--- src/rtl/bhc_pkg.sv ---
package bhc_pkg;

    typedef enum logic [1:0] {
        ST_IDLE = 2'd0,
        ST_T1   = 2'd1,
        ST_ACT  = 2'd2,
        ST_HOLD = 2'd3
    } bus_st_e;

    // grant is legal at a cycle boundary only outside a locked sequence
    function automatic logic grant_ok(input logic hold, input logic lock);
        return hold && !lock;
    endfunction

    // state taken when the bus is not surrendered and no cycle continues
    function automatic bus_st_e next_free(input logic req);
        return req ? ST_T1 : ST_IDLE;
    endfunction

endpackage

--- src/rtl/bhc_fsm.sv ---
module bhc_fsm
    import bhc_pkg::*;
(
    input  logic    clk,
    input  logic    rst,
    input  logic    hold_req,
    input  logic    lock_in,
    input  logic    bus_req,
    input  logic    ready_in,
    input  logic    narrow_in,
    output bus_st_e st_q,
    output logic    in_hold,
    output logic    hold_exit
);

    bus_st_e st_d;
    logic    half_q, half_d;

    always_comb begin
        st_d   = st_q;
        half_d = half_q;
        unique case (st_q)
            ST_IDLE: begin
                if (hold_req) st_d = ST_HOLD;
                else          st_d = next_free(bus_req);
            end
            ST_T1: st_d = ST_ACT;
            ST_ACT: begin
                if (ready_in) begin
                    if (narrow_in && !half_q) begin
                        half_d = 1'b1;
                        st_d   = ST_T1;
                    end else begin
                        half_d = 1'b0;
                        if (grant_ok(hold_req, lock_in)) st_d = ST_HOLD;
                        else                             st_d = next_free(bus_req);
                    end
                end
            end
            ST_HOLD: begin
                if (!hold_req) st_d = next_free(bus_req);
            end
            default: st_d = ST_IDLE;
        endcase
    end

    always_ff @(posedge clk) begin
        if (rst) begin
            st_q   <= ST_IDLE;
            half_q <= 1'b0;
        end else begin
            st_q   <= st_d;
            half_q <= half_d;
        end
    end

    assign in_hold   = (st_q == ST_HOLD);
    assign hold_exit = in_hold && !hold_req;

    a_r2_lock_defers: assert property (@(posedge clk) disable iff (rst)
        (st_q == ST_ACT && ready_in && lock_in) |=> (st_q != ST_HOLD));

    a_r3_split_second: assert property (@(posedge clk) disable iff (rst)
        (st_q == ST_ACT && ready_in && narrow_in && !half_q) |=> (st_q == ST_T1));

    a_r6_hold_sticky: assert property (@(posedge clk) disable iff (rst)
        (st_q == ST_HOLD && hold_req) |=> (st_q == ST_HOLD));

    a_r7_exit_idle: assert property (@(posedge clk) disable iff (rst)
        (st_q == ST_HOLD && !hold_req && !bus_req) |=> (st_q == ST_IDLE));

    a_r7_exit_t1: assert property (@(posedge clk) disable iff (rst)
        (st_q == ST_HOLD && !hold_req && bus_req) |=> (st_q == ST_T1));

endmodule

--- src/rtl/bhc_nmi_latch.sv ---
module bhc_nmi_latch (
    input  logic clk,
    input  logic rst,
    input  logic nmi_in,
    input  logic in_hold,
    input  logic hold_exit,
    output logic nmi_evt
);

    logic prev_q;
    logic seen_q;
    logic edge_now;
    logic evt_q;

    assign edge_now = nmi_in && !prev_q;

    always_ff @(posedge clk) begin
        if (rst) begin
            prev_q <= 1'b0;
            seen_q <= 1'b0;
            evt_q  <= 1'b0;
        end else begin
            prev_q <= nmi_in;
            evt_q  <= hold_exit && (seen_q || edge_now);
            if (hold_exit || !in_hold)  seen_q <= 1'b0;
            else if (edge_now)          seen_q <= 1'b1;
        end
    end

    assign nmi_evt = evt_q;

    a_r5_single_pulse: assert property (@(posedge clk) disable iff (rst)
        nmi_evt |=> !nmi_evt);

    a_r5_evt_on_exit: assert property (@(posedge clk) disable iff (rst)
        (!hold_exit) |=> !nmi_evt);

    a_r8_reset_clears: assert property (@(posedge clk)
        rst |=> !nmi_evt);

endmodule

--- src/rtl/bhc_float.sv ---
module bhc_float
    import bhc_pkg::*;
#(
    parameter int OE_W = 8
) (
    input  logic            clk,
    input  logic            rst,
    input  logic            in_hold,
    output logic            hold_ack,
    output logic [OE_W-1:0] pin_oe
);

    logic ack_q;

    always_ff @(posedge clk) begin
        if (rst) ack_q <= 1'b0;
        else     ack_q <= in_hold;
    end

    assign hold_ack = ack_q;

    for (genvar g = 0; g < OE_W; g++) begin : g_grp
        assign pin_oe[g] = !ack_q;
    end

    a_r4_ack_follows: assert property (@(posedge clk) disable iff (rst)
        in_hold |=> hold_ack);

    a_r4_ack_drops: assert property (@(posedge clk) disable iff (rst)
        !in_hold |=> (!hold_ack && (&pin_oe)));

    a_r8_reset_ack: assert property (@(posedge clk)
        rst |=> (!hold_ack && (&pin_oe)));

endmodule

--- src/rtl/bus_hold_ctrl.sv ---
module bus_hold_ctrl
    import bhc_pkg::*;
#(
    parameter int OE_W = 8
) (
    input  logic            clk,
    input  logic            rst,
    input  logic            hold_req,
    input  logic            nmi_in,
    input  logic            lock_in,
    input  logic            bus_req,
    input  logic            ready_in,
    input  logic            narrow_in,
    output logic            hold_ack,
    output logic [OE_W-1:0] pin_oe,
    output logic [1:0]      bus_state,
    output logic            nmi_evt
);

    bus_st_e st;
    logic    in_hold;
    logic    hold_exit;

    bhc_fsm u_fsm (
        .clk       (clk),
        .rst       (rst),
        .hold_req  (hold_req),
        .lock_in   (lock_in),
        .bus_req   (bus_req),
        .ready_in  (ready_in),
        .narrow_in (narrow_in),
        .st_q      (st),
        .in_hold   (in_hold),
        .hold_exit (hold_exit)
    );

    bhc_nmi_latch u_nmi (
        .clk       (clk),
        .rst       (rst),
        .nmi_in    (nmi_in),
        .in_hold   (in_hold),
        .hold_exit (hold_exit),
        .nmi_evt   (nmi_evt)
    );

    bhc_float #(.OE_W(OE_W)) u_float (
        .clk      (clk),
        .rst      (rst),
        .in_hold  (in_hold),
        .hold_ack (hold_ack),
        .pin_oe   (pin_oe)
    );

    assign bus_state = st;

    a_r9_hold_after_reset: assert property (@(posedge clk)
        (rst ##1 (!rst && hold_req)) |=> (bus_state == 2'd3));

endmodule

--- config.mk ---
export PLATFORM = sky130hd
export DESIGN_NAME = bus_hold_ctrl
export DESIGN_NICKNAME = d
export VERILOG_FILES = /design/src/rtl/bhc_pkg.sv /design/src/rtl/bhc_fsm.sv /design/src/rtl/bhc_nmi_latch.sv /design/src/rtl/bhc_float.sv /design/src/rtl/bus_hold_ctrl.sv
export SDC_FILE = /design/constraint.sdc
export NUM_CORES = 1
export LEC_CHECK = 0
export ABC_CLOCK_PERIOD_IN_PS = 2200
export BUFFER_PORTS_ARGS = -buffer_cell sky130_fd_sc_hd__buf_2
export CAP_MARGIN = 20
export CORE_MARGIN = 2
export CORE_UTILIZATION = 30
export DETAILED_ROUTE_END_ITERATION = 10
export MAX_ROUTING_LAYER = met4
export PLACE_DENSITY = 0.62
export SLEW_MARGIN = 10
export SYNTH_ARGS = -nofsm -noshare
export SYNTH_HDL_FRONTEND = slang
export SYNTH_HIERARCHICAL = 1
export SYNTH_SLANG_ARGS = --single-unit
--- constraint.sdc ---
create_clock -name clk -period 2.2 [get_ports clk]
set_clock_uncertainty 0.05 [all_clocks]
set_input_delay 0.44 -clock clk [delete_from_list [all_inputs] [get_ports clk]]
set_output_delay 0.44 -clock clk [all_outputs]
set_load 0.005 [all_outputs]
==> impl_metrics.py <==
metrics = {
    "status": {
        "outcome": "finished clean",
    },
    "critical_path": {
        "r2r_cells": 4,
        "timing.rr.end": "u_nmi/nmi_evt",
        "critical-path-top-delay-family": "flip-flops",
        "cp_num_buf_inv": 1,
        "cp_max_fo": 9,
        "crit_chain": "buf_2",
        "critical-path-max-stage-delay_ns": 0.47,
        "crit_arrival_ns": 0.89,
        "crit-reg2reg-launch": "u_fsm/st_q[0]",
        "cp-start-kind": "register",
        "cp-end-kind": "primary output",
        "path_class": "register to primary output",
        "cp_data_required_time_ns": 1.71,
        "crit_slowest_cell": "dfxtp_1",
        "reg2reg_slack_ns": 1.04,
    },
    "yosys": {
        "avgSynthCellArea_um2": 9.25,
        "synth_top_cell_by_area": "dfxtp_1",
        "yosysTopAreaCellShare_pct": 35.2,
        "syn_area_um2": 398,
        "yosysWarningCount": 6,
        "synthDistinctLibCells": 19,
        "synth-seq-cells": 7,
        "ys_seq_area_share_pct": 35.2,
        "synth_cells": 43,
        "synth.area.top_cells": "dfxtp_1, buf_4, nand3b_4, nand2b_1, a21oi_1",
        "synth_nets": 51,
    },
    "place": {
        "place.gp.congestion": 0.654,
        "dp_cells": 70,
        "preCtsSetupSlack_ns": 1.03,
        "hpwl_um": 494,
        "port_buffers": 19,
        "place_area_um2": 459,
    },
    "cts": {
        "cts.sinks": 7,
        "tritoncts": "done",
        "cts-root-buf": "clkbuf_4",
        "clk_latency_ns": 0.24,
        "post_cts_buffers": 0,
        "clockBufferDepth": 2,
        "ctsHoldBuffers": 0,
        "h-tree-depth": 1,
        "clk_pin_slew_worst_paths_ns": 0.05,
        "cts_resized": 0,
        "cts-buffers-inserted": 3,
    },
    "detailed_routing": {
        "route.detailed.drc": 0,
        "routed_wl_um": 623,
        "drt-initial-drc-count": 0,
        "vias": 320,
        "vias_per_cell": 4.32,
        "wl_per_cell_um": 8.42,
        "first_pass_iters": 1,
        "drtAntennaViolNets": 0,
    },
    "min_path": {
        "hold_path_depth": 2,
        "holdPathEnd": "u_nmi/prev_q",
        "hold_start": "nmi_in",
        "worstHoldPathType": "input port to register",
    },
    "power_and_ir_drop": {
        "p_comb_share_pct": 18.9,
        "internal_power_w": 0.000239,
        "swShare_pct": 25.5,
        "power_density_nw_per_um2": 662,
        "p_switching_w": 0.0000820,
        "clockPowerShare_pct": 35.0,
        "p_seq_share_pct": 46.1,
        "vdd_drop_max_mv": 0.214,
        "power.leakage_nw": 0.214,
    },
    "sta": {
        "hold_viol": 0,
        "period_needed_ns": 1.38,
        "finalSetupViolCount": 0,
        "timing.final.crit_share_pct": 62.6,
        "rsz0062_at_grt": "false",
        "relSlewSlack_pct": 81.7,
        "worst_pin_slew_ns": 0.275,
        "drv_slew": 0,
        "timing.setup.tns_ns": 0,
        "fmax_mhz": 727,
        "setup_slack_ns": 0.824,
    },
    "floorplanning": {
        "die_x_um": 40.4,
        "start_util_pct": 31.4,
        "fp.dieArea_um2": 1630,
        "die_h_um": 40.4,
        "core_area_um2": 1270,
        "num_rows": 13,
        "ioPinCount": 20,
    },
    "global_routing": {
        "grt_max_degree": 10,
        "antenna_found_initial": 0,
        "overflow": 0,
        "grt_usage_pct": 10.4,
        "first_global_vias": 294,
        "grt_pass1_wl_um": 1060,
    },
    "cells_and_area": {
        "layout_commonest_cell": "buf_2",
        "syn2layout_area_growth_pct": 22.0,
        "fin_util_pct": 38.3,
        "stdcell_count": 74,
        "antenna_cells": 0,
        "final_layout_size_suffix_gt1_share_pct": 47.5,
        "final_cell_mix": "buf_2, dfxtp_1, inv_1",
        "fin_area_um2": 485,
        "nets": 68,
    },
    "job": {
        "maxCapViolCount": 0,
    },
}
## worst max path at each step
| stage | startpoint | end | slack [ns] | cells past startpoint |
|---|---|---|---|---|
| 2_1_floorplan | u_float/hold_ack | pin_oe[1] | 1.11 | 2 |
| 3_3_place_gp | hold_req | u_fsm/st_q[0] | 1.02 | 4 |
| 3_5_place_dp | hold_req | u_fsm/st_q[0] | 1.03 | 4 |
| 4_1_cts | u_fsm/st_q[0] | bus_state[0] | 0.82 | 1 |
| 5_1_grt | u_fsm/st_q[0] | bus_state[0] | 0.75 | 1 |
| 6_report | u_fsm/st_q[0] | bus_state[0] | 0.82 | 1 |
## synthesized netlist by cell type (all sizes together)
master / number
buf: 7
dfxtp: 7
inv: 4
nor2: 4
a21oi: 3
nand2b: 3
nand3b: 3
nor2b: 3
o21ai: 2
a2111oi: 1
a22o: 1
a311oi: 1
and2: 1
mux2: 1
nor3: 1
nor3b: 1
## power by group through the flow
| stage | clock (W) | sequential (W) | combinational [W] |
|---|---|---|---|
| after floorplan | 0 | 0.000149 | 0.0000425 |
| after global placement | 0 | 0.000150 | 0.0000613 |
| after detailed placement | 0 | 0.000150 | 0.0000614 |
| after CTS | 0.000120 | 0.000148 | 0.0000614 |
| after global routing | 0.000132 | 0.000150 | 0.0000693 |
| final | 0.000112 | 0.000148 | 0.0000609 |
## layer usage
metal / global-route usage (%) / up-vias / wire [um]
met5: - / - / 0
met4: 10.0 / 0 / 0
met3: 1.67 / 0 / 58
met2: 15.5 / 18 / 284
met1: 11.5 / 133 / 280
li1: - / 169 / -
## registers in the layout, indices dropped and copies added, names as in the netlist
name and cells:
u_float/hold_ack 1, u_fsm/half_q 1, u_fsm/st_q 2, u_nmi/nmi_evt 1, u_nmi/prev_q 1, u_nmi/seen_q 1
## kinds of logic (layout without fill, tap and decap cells)
kind of cell,count (synthesis),in the layout,synth area share (%)
buf+inv,11,27,17.0
simple gates,16,16,29.6
compound gates,8,8,14.5
mux,1,1,3.77
flops,7,7,35.2
## layout make-up
type / instances / area [um2]
Sequential cell: 7 / 140
Fill cell: 130 / 783
Inverter: 4 / 15.0
Multi-Input combinational cell: 25 / 190
Timing Repair Buffer: 19 / 95.1
Clock buffer: 4 / 26.3
Tap cell: 15 / 18.8
## per-stage QoR
step,power (W),hold slack (ns)
CTS,0.000329,0.370
global placement,0.000211,0.416
floorplan,0.000191,0.398
detailed placement,0.000212,0.419
finish,0.000321,0.382
global route,0.000351,0.385
Power figures use the tool's default switching activity.
